**config.mk**
```make
export PLATFORM = sky130hd
export DESIGN_NAME = vlan_cmd_engine
export DESIGN_NICKNAME = d
export VERILOG_FILES = /design/src/rtl/vtab_pkg.sv /design/src/rtl/vtab_store.sv /design/src/rtl/vtab_match.sv /design/src/rtl/vtab_scan.sv /design/src/rtl/vlan_cmd_engine.sv
export SDC_FILE = /design/constraint.sdc
export NUM_CORES = 2
export LEC_CHECK = 0
export CORE_ASPECT_RATIO = 1.4
export CORE_MARGIN = 8
export CORE_UTILIZATION = 55
export DETAILED_ROUTE_END_ITERATION = 16
export PLACE_DENSITY = 0.78
export SETUP_SLACK_MARGIN = 0.1
export SYNTH_ARGS = -nofsm -noshare
export SYNTH_HDL_FRONTEND = slang
export SYNTH_SLANG_ARGS = --single-unit
```
**constraint.sdc**
```tcl
create_clock -name clk -period 13.6 [get_ports clk]
set_clock_uncertainty 0.2 [all_clocks]
set_input_delay 2.72 -clock clk [delete_from_list [all_inputs] [get_ports clk]]
set_output_delay 2.72 -clock clk [all_outputs]
set_load 0.01 [all_outputs]
```
**src/rtl/vtab_pkg.sv**
```systemverilog
package vtab_pkg;
  localparam int VID_W = 12;
  localparam int REG_W = 16;
  localparam logic [VID_W-1:0] VID_END = '1;
  localparam logic [2:0] ADDR_OP    = 3'd0;
  localparam logic [2:0] ADDR_VID   = 3'd1;
  localparam logic [2:0] ADDR_DATA0 = 3'd2;
  localparam int OP_BUSY   = 15;
  localparam int VID_VALID = 12;
  typedef enum logic [2:0] {
    CMD_NONE  = 3'b000,
    CMD_FLUSH = 3'b001,
    CMD_LOAD  = 3'b011,
    CMD_NEXT  = 3'b100
  } vtab_cmd_e;
endpackage

```
**src/rtl/vtab_store.sv**
```systemverilog
module vtab_store
  import vtab_pkg::*;
#(
  parameter int E     = 16,
  parameter int DB_W  = 6,
  parameter int DW    = 48,
  parameter int IDX_W = $clog2(E)
) (
  input  logic                       clk,
  input  logic                       rst_n,
  input  logic                       flush_i,
  input  logic                       wr_en_i,
  input  logic [IDX_W-1:0]           wr_idx_i,
  input  logic                       wr_valid_i,
  input  logic [VID_W-1:0]           wr_vid_i,
  input  logic [DB_W-1:0]            wr_db_i,
  input  logic [DW-1:0]              wr_data_i,
  output logic [E-1:0]               valid_o,
  output logic [E-1:0][VID_W-1:0]    vid_o,
  output logic [E-1:0][DB_W-1:0]     db_o,
  output logic [E-1:0][DW-1:0]       data_o
);
  for (genvar g = 0; g < E; g++) begin : g_slot
    logic             v_q;
    logic [VID_W-1:0] vid_q;
    logic [DB_W-1:0]  db_q;
    logic [DW-1:0]    dat_q;
    always_ff @(posedge clk) begin
      if (!rst_n) begin
        v_q   <= 1'b0;
        vid_q <= '0;
        db_q  <= '0;
        dat_q <= '0;
      end else if (flush_i) begin
        v_q <= 1'b0;
      end else if (wr_en_i && wr_idx_i == IDX_W'(g)) begin
        v_q   <= wr_valid_i;
        vid_q <= wr_vid_i;
        db_q  <= wr_db_i;
        dat_q <= wr_data_i;
      end
    end
    assign valid_o[g] = v_q;
    assign vid_o[g]   = vid_q;
    assign db_o[g]    = db_q;
    assign data_o[g]  = dat_q;
  end

  AST_FLUSH_EMPTIES: assert property (@(posedge clk) disable iff (!rst_n)
    flush_i |=> (valid_o == '0));
endmodule

```
**src/rtl/vtab_match.sv**
```systemverilog
module vtab_match
  import vtab_pkg::*;
#(
  parameter int E     = 16,
  parameter int IDX_W = $clog2(E)
) (
  input  logic [E-1:0]            valid_i,
  input  logic [E-1:0][VID_W-1:0] vid_i,
  input  logic [VID_W-1:0]        key_i,
  output logic                    hit_o,
  output logic [IDX_W-1:0]        hit_idx_o,
  output logic                    free_o,
  output logic [IDX_W-1:0]        free_idx_o
);
  always_comb begin
    hit_o      = 1'b0;
    hit_idx_o  = '0;
    free_o     = 1'b0;
    free_idx_o = '0;
    for (int i = E - 1; i >= 0; i--) begin
      if (valid_i[i] && vid_i[i] == key_i) begin
        hit_o     = 1'b1;
        hit_idx_o = IDX_W'(i);
      end
      if (!valid_i[i]) begin
        free_o     = 1'b1;
        free_idx_o = IDX_W'(i);
      end
    end
  end
endmodule

```
**src/rtl/vtab_scan.sv**
```systemverilog
module vtab_scan
  import vtab_pkg::*;
#(
  parameter int E     = 16,
  parameter int IDX_W = $clog2(E)
) (
  input  logic                    clk,
  input  logic                    rst_n,
  input  logic                    start_i,
  input  logic [VID_W-1:0]        key_i,
  input  logic [E-1:0]            valid_i,
  input  logic [E-1:0][VID_W-1:0] vid_i,
  output logic                    done_o,
  output logic                    found_o,
  output logic [IDX_W-1:0]        idx_o
);
  localparam logic [IDX_W-1:0] LAST = IDX_W'(E - 1);

  logic             run_q, found_q, hit;
  logic [IDX_W-1:0] cur_q, best_q;
  logic [VID_W-1:0] best_vid_q;

  assign hit = run_q && valid_i[cur_q] && (vid_i[cur_q] > key_i) &&
               (!found_q || vid_i[cur_q] < best_vid_q);
  assign done_o  = run_q && (cur_q == LAST);
  assign found_o = found_q || hit;
  assign idx_o   = hit ? cur_q : best_q;

  always_ff @(posedge clk) begin
    if (!rst_n) begin
      run_q      <= 1'b0;
      found_q    <= 1'b0;
      cur_q      <= '0;
      best_q     <= '0;
      best_vid_q <= '0;
    end else if (start_i) begin
      run_q   <= 1'b1;
      found_q <= 1'b0;
      cur_q   <= '0;
    end else if (run_q) begin
      if (hit) begin
        found_q    <= 1'b1;
        best_q     <= cur_q;
        best_vid_q <= vid_i[cur_q];
      end
      if (cur_q == LAST) run_q <= 1'b0;
      else               cur_q <= cur_q + 1'b1;
    end
  end

  AST_RESULT_ABOVE_KEY: assert property (@(posedge clk) disable iff (!rst_n)
    (done_o && found_o) |-> (valid_i[idx_o] && vid_i[idx_o] > key_i));
  AST_START_WHEN_IDLE: assert property (@(posedge clk) disable iff (!rst_n)
    start_i |-> !run_q);
endmodule

```
**src/rtl/vlan_cmd_engine.sv**
```systemverilog
module vlan_cmd_engine
  import vtab_pkg::*;
#(
  parameter int ENTRIES  = 16,
  parameter int PORTS    = 12,
  parameter int DB_COUNT = 64
) (
  input  logic              clk,
  input  logic              rst_n,
  input  logic              bus_we,
  input  logic [2:0]        bus_addr,
  input  logic [REG_W-1:0]  bus_wdata,
  output logic [REG_W-1:0]  bus_rdata
);
  localparam int IDX_W = $clog2(ENTRIES);
  localparam int DB_W  = $clog2(DB_COUNT);
  localparam int DREGS = (PORTS + 3) / 4;
  localparam int DW    = DREGS * REG_W;

  logic             busy_q;
  logic [2:0]       cmd_q;
  logic [7:0]       dbf_q;
  logic [VID_W-1:0] vid_q;
  logic             vld_q;
  logic [DW-1:0]    data_q;

  logic [ENTRIES-1:0]            t_valid;
  logic [ENTRIES-1:0][VID_W-1:0] t_vid;
  logic [ENTRIES-1:0][DB_W-1:0]  t_db;
  logic [ENTRIES-1:0][DW-1:0]    t_data;

  logic hit, free, scan_done, scan_found;
  logic [IDX_W-1:0] hit_idx, free_idx, scan_idx;

  logic accept, stage_we, exec_now, load_go, flush_go, wr_en;
  assign stage_we = bus_we && !busy_q;
  assign accept   = stage_we && bus_addr == ADDR_OP && bus_wdata[OP_BUSY];
  assign exec_now = busy_q && cmd_q != CMD_NEXT;
  assign load_go  = exec_now && cmd_q == CMD_LOAD;
  assign flush_go = exec_now && cmd_q == CMD_FLUSH;
  assign wr_en    = load_go && (hit || (vld_q && free));

  vtab_match #(.E(ENTRIES), .IDX_W(IDX_W)) u_match (
    .valid_i(t_valid), .vid_i(t_vid), .key_i(vid_q),
    .hit_o(hit), .hit_idx_o(hit_idx), .free_o(free), .free_idx_o(free_idx)
  );

  vtab_store #(.E(ENTRIES), .DB_W(DB_W), .DW(DW), .IDX_W(IDX_W)) u_store (
    .clk(clk), .rst_n(rst_n), .flush_i(flush_go), .wr_en_i(wr_en),
    .wr_idx_i(hit ? hit_idx : free_idx), .wr_valid_i(vld_q),
    .wr_vid_i(vid_q), .wr_db_i(dbf_q[DB_W-1:0]), .wr_data_i(data_q),
    .valid_o(t_valid), .vid_o(t_vid), .db_o(t_db), .data_o(t_data)
  );

  vtab_scan #(.E(ENTRIES), .IDX_W(IDX_W)) u_scan (
    .clk(clk), .rst_n(rst_n), .start_i(accept && bus_wdata[14:12] == CMD_NEXT),
    .key_i(vid_q), .valid_i(t_valid), .vid_i(t_vid),
    .done_o(scan_done), .found_o(scan_found), .idx_o(scan_idx)
  );

  always_ff @(posedge clk) begin
    if (!rst_n) begin
      busy_q <= 1'b0;
      cmd_q  <= '0;
      dbf_q  <= '0;
      vid_q  <= '0;
      vld_q  <= 1'b0;
      data_q <= '0;
    end else begin
      if (stage_we) begin
        if (bus_addr == ADDR_OP) begin
          busy_q <= bus_wdata[OP_BUSY];
          cmd_q  <= bus_wdata[14:12];
          dbf_q  <= {bus_wdata[11:8], bus_wdata[3:0]};
        end
        if (bus_addr == ADDR_VID) begin
          vid_q <= bus_wdata[VID_W-1:0];
          vld_q <= bus_wdata[VID_VALID];
        end
        for (int r = 0; r < DREGS; r++)
          if (bus_addr == 3'(ADDR_DATA0 + r)) data_q[r*REG_W +: REG_W] <= bus_wdata;
      end
      if (exec_now) busy_q <= 1'b0;
      if (scan_done) begin
        busy_q <= 1'b0;
        vld_q  <= scan_found;
        vid_q  <= scan_found ? t_vid[scan_idx] : VID_END;
        if (scan_found) begin
          data_q <= t_data[scan_idx];
          dbf_q  <= 8'(t_db[scan_idx]);
        end
      end
    end
  end

  always_comb begin
    bus_rdata = '0;
    if (bus_addr == ADDR_OP)
      bus_rdata = {busy_q, cmd_q, dbf_q[7:4], 4'b0000, dbf_q[3:0]};
    else if (bus_addr == ADDR_VID)
      bus_rdata = {3'b000, vld_q, vid_q};
    for (int r = 0; r < DREGS; r++)
      if (bus_addr == 3'(ADDR_DATA0 + r)) bus_rdata = data_q[r*REG_W +: REG_W];
  end

  AST_SHORT_CMD_ONE_CYCLE: assert property (@(posedge clk) disable iff (!rst_n)
    (busy_q && cmd_q != CMD_NEXT) |=> !busy_q);
  AST_NEXT_HOLDS_BUSY: assert property (@(posedge clk) disable iff (!rst_n)
    (busy_q && cmd_q == CMD_NEXT && !scan_done) |=> busy_q);
  AST_BUSY_OP_IGNORED: assert property (@(posedge clk) disable iff (!rst_n)
    (busy_q && bus_we && bus_addr == ADDR_OP) |=> $stable(cmd_q));
  AST_BUSY_VID_IGNORED: assert property (@(posedge clk) disable iff (!rst_n)
    (busy_q && !scan_done && bus_we && bus_addr == ADDR_VID) |=> $stable(vid_q));
  AST_WALK_END: assert property (@(posedge clk) disable iff (!rst_n)
    (scan_done && !scan_found) |=> (vid_q == VID_END && !vld_q));
  AST_PURGE_CLEARS: assert property (@(posedge clk) disable iff (!rst_n)
    (load_go && !vld_q && hit) |=> !t_valid[$past(hit_idx)]);
endmodule

```
==> results summary <==
Yosys instantiated no cell more often than sky130_fd_sc_hd__nand2_1. The finished layout holds 7,334 standard cells, fillers aside. The number of fill cells in the layout is 8,540. The clock-pin slew of the registers on the worst-case setup and hold paths is around 0.07 ns.

For this run, design rule violations remaining after detail routing come to 0. The worst hold slack after final layout came out at between 0.2 and 0.3 ns. STA classifies the critical path endpoint as an output port. During synthesis, Yosys emitted a total of 0 warnings.

The post-synthesis cell type with the largest combined area is sky130_fd_sc_hd__dfxtp_1. The number of buffers created by CTS came out at 105. The detail-routed net length per standard cell is 25.4 um. The area share of the largest cell type after synthesis came out at 41.6%. IR analysis of the VDD net gives a maximum drop of 0.000122 V.

The worst path in the final design needs a cycle of ~8.2 ns, including I/O delays and setup. The clock share of power is about 46%. Across all layers, the routed design uses 47,341 vias. The floorplan step defined a die boundary enclosing ~0.11 mm2. The final cell utilization of the core came out at 59.4%.

The power density over the cells came out at about 110 mW/mm2. The internal power of the cells totals 5.16 mW. From synthesis to final layout, the design area changed by 7.02%. The x dimension of the die came out at 286 um.

The number of antenna violations at the first check in global routing is 18. Global routing used 31.4% of the available tracks. The via count of the first global-routing pass is 45,488.

The post-cts resize count came out at 0. Headroom to the max-slew limit came out at ~6.9%. The total overflow reported by the global router is 0. The transition time of the tightest slew-check pin is 1.38 ns. The flow ran to the end, and the final reports show no timing, DRC or antenna violations.

Clock tree synthesis found a total of about 1,200 sinks. Counting instances in the post-synthesis netlist gives the leading cell types as sky130_fd_sc_hd__nand2_1, sky130_fd_sc_hd__mux2i_1, sky130_fd_sc_hd__dfxtp_1. The post-placement cell count is between 7,000 and 8,000. The root buffer cell is sky130_fd_sc_hd__clkbuf_16. After detailed routing, the number of vias per cell comes to 6.46. The data required time of the critical path came out at 10.68 ns. Summing all multi-input logic gate instances after layout gives 0.0303 mm2. The insertion delay to the later sink of the worst-skew pair is 0.75 ns. The height of the die came out at 394 um. The count of final max-slew check failures is 0.

The number of iterations in the first detailed-routing pass came out at 8. The final estimated routing congestion in global placement came out at 1.09. For this run, the leading register cell type out of synthesis is sky130_fd_sc_hd__dfxtp_1. The depth of the CTS H-tree came out at 3.

The maximum buffer depth of the clock tree is 3. At the end of the flow, the number of nets in the layout was 5,960. The number of violations reported at the end of detailed-routing iteration 0 came out at 5,669.

The I/O pin count is 38. The hold violation total from the final report came to 0. The worst setup slack after layout is 5.39 ns. The total setup violations reported at the end of the flow is 0.

The starting density of the core is a little under three fifths. The share of total power in sequential cells is 51.5%. The maximum clock frequency came out at 0.122 GHz. The count of standard-cell rows came out at between 100 and 150. The fraction of final layout cells sized beyond drive strength 1 is 7.43%. For this block, the routed nets add up to 187,000 um of wire. The critical path is of the primary input to output port type.

The worst setup slack for register-to-register paths is 5.51 ns. The switching share of power is between 20% and 30%. The final critical path takes up 60.3% of the cycle.

Of the total power, combinational logic draws 2.5%. The wire length of the first global-routing pass is 276,000 um. The share of the yosys chip area belonging to registers is 41.6%. The count of cell types in the netlist came out at between 60 and 70. The worst hold path belongs to the class flop to flop. After clock tree synthesis, the flow added hold-fix buffers numbering 0. The area of all sequential standard cells is 0.0234 mm2. The worst setup path is launched from a primary input. The arrival time reported for the critical path endpoint is between 5 and 6 ns. The post-CTS repair timing setup buffer count came out at 0. Setup repair after global routing left no endpoint under its margin. After synthesis the cells add up to 0.0562 mm2.

The net count after synthesis is about 6,300. The maximum net fanout on the critical path is 23. In this run, synthesis inferred 0 flip-flops with an integrated enable. Synthesis produced slightly above 6,000 cells. The count of input and output buffers came out at 37.

The worst slack at placement is 5.42 ns. The analysis attributes to net switching a power of 1.51 mW. The setup TNS is 0 ns.

The number of max-cap violations is 0. TritonCTS built the clock tree. The area inside the core boundary is 0.101 mm2. Summed over all cells, the static leakage comes to 25.1 nW.

The fraction of registers with async set or reset after synthesis came out at 0%. The synthesized area per cell came out at 9.01 um2. The number of synthesized register bits is about 1,200. In the post-synthesis netlist, the biggest area contributors are sky130_fd_sc_hd__dfxtp_1, sky130_fd_sc_hd__mux2i_1, sky130_fd_sc_hd__nand2_1. The half-perimeter wire length of the detailed placement result is 107,000 um.

The post-detailed-route count of antenna-violating nets came out at 0. The pin count of the biggest net entering global routing is 186.
-- power groups by stage --
stage | clock network, mW | registers [mW] | logic (mW)
floorplan | 0 | 3.50 | 0.105
detailed placement | 0 | 3.51 | 0.158
global route | 3.22 | 3.43 | 0.173
global placement | 0 | 3.51 | 0.157
CTS | 3.07 | 3.43 | 0.158
finish | 3.07 | 3.43 | 0.167
-- worst max-delay path: stages --
cell	delay [ns]
sky130_fd_sc_hd__clkdlybuf4s50_1	0.89
sky130_fd_sc_hd__nor2_1	0.32
sky130_fd_sc_hd__and2_1	0.52
sky130_fd_sc_hd__nand2_1	0.10
sky130_fd_sc_hd__o21ai_0	0.13
sky130_fd_sc_hd__clkdlybuf4s50_1	0.59
-- layout make-up --
| class | instances | area share [%] |
|---|---|---|
| flip-flops and latches | 1167 | 38.9 |
| inverters | 44 | 0.275 |
| multi-input cells | 4476 | 50.5 |
| repair buffers | 120 | 1.74 |
| diodes | 12 | 0.0499 |
| clock buffers | 155 | 5.12 |
| well taps | 1330 | 2.77 |
| clock inverters | 30 | 0.703 |
-- metal layers --
metal / vias up / share of wire (%) / GRT usage (%)
li1: 20708 / - / -
met1: 22867 / 36 / 37.1
met2: 2880 / 44 / 48.3
met3: 876 / 11 / 8.60
met4: 10 / 8.6 / 23.4
met5: - / 0.041 / 0
-- through the flow --
| stage | power (mW) | instance area, um2 |
|---|---|---|
| after floorplan | 3.61 | 56200 |
| after global placement | 3.67 | 56600 |
| after detailed placement | 3.67 | 56600 |
| after CTS | 6.66 | 60100 |
| after global routing | 6.82 | 60100 |
| final | 6.67 | 60100 |
-- cell usage in the layout (no fill, tap or decap), types with 4 or more instances in the layout --
cell                              Yosys  layout
sky130_fd_sc_hd__clkbuf_16            0     106
sky130_fd_sc_hd__nand2b_1            11       9
sky130_fd_sc_hd__nand3_1            252     251
sky130_fd_sc_hd__nand2_1           1953    1941
sky130_fd_sc_hd__dfxtp_1           1167    1165
sky130_fd_sc_hd__mux2i_1           1225    1225
sky130_fd_sc_hd__clkbuf_8             0      24
sky130_fd_sc_hd__mux2_2              60      59
sky130_fd_sc_hd__nand4_1             46      46
sky130_fd_sc_hd__and3_1               4       4
sky130_fd_sc_hd__xnor2_1            194     194
sky130_fd_sc_hd__mux4_2              93      93
sky130_fd_sc_hd__a21boi_0            25      25
sky130_fd_sc_hd__o211ai_1             8       8
sky130_fd_sc_hd__inv_1               44      44
sky130_fd_sc_hd__nor2_1              34      30
sky130_fd_sc_hd__nand2_4              0      12
sky130_fd_sc_hd__a32o_1              53      53
sky130_fd_sc_hd__a21oi_1             90      90
sky130_fd_sc_hd__nor2_4               0       5
sky130_fd_sc_hd__a31oi_1             59      59
sky130_fd_sc_hd__bufinv_16            0       7
sky130_fd_sc_hd__clkdlybuf4s50_1      0      35
sky130_fd_sc_hd__a22oi_1              6       6
sky130_fd_sc_hd__buf_12               0       4
sky130_fd_sc_hd__a32oi_1             66      66
sky130_fd_sc_hd__o21ai_0             95      95
sky130_fd_sc_hd__nor2b_1              9       7
sky130_fd_sc_hd__clkinv_2             0      17
sky130_fd_sc_hd__or4_1                4       4
sky130_fd_sc_hd__buf_4               44      79
sky130_fd_sc_hd__diode_2              0      12
sky130_fd_sc_hd__nor4_1              75      74
sky130_fd_sc_hd__clkbuf_1           338      25
sky130_fd_sc_hd__a211oi_1            28      28
sky130_fd_sc_hd__ha_1                24      24
sky130_fd_sc_hd__o2111ai_1           13      13
-- flip-flops by register name, indices dropped and copies added, names as in the netlist --
register	cells
vid_q	12
u_scan.cur_q	4
u_store.g_slot.vid_q	192
cmd_q	3
u_scan.found_q	1
busy_q	1
u_scan.best_q	4
u_scan.best_vid_q	12
u_store.g_slot.dat_q	768
data_q	48
u_store.g_slot.v_q	16
u_scan.run_q	1
vld_q	1
dbf_q	8
u_store.g_slot.db_q	96
-- final timing paths --
path | cells after the start | startpoint | end
setup / recovery | 6 | bus_addr[0] | bus_rdata[2]
hold / removal | 2 | u_store.g_slot[2].db_q[3] | u_store.g_slot[2].db_q[3]
setup reg to reg | 15 | u_scan.cur_q[0] | vid_q[5]
hold reg to reg | 2 | u_store.g_slot[2].db_q[3] | u_store.g_slot[2].db_q[3]
-- cells by family after synthesis --
kind of cell | after synthesis | share of synthesized area, %
simple gates | 2411 | 17.5
mux | 1380 | 26.8
flops | 1167 | 41.6
buf+inv | 594 | 4.82
compound gates | 466 | 5.71
xor+xnor | 195 | 3.04
fa+ha+maj | 24 | 0.535
(Power assumes the default switching activity.)
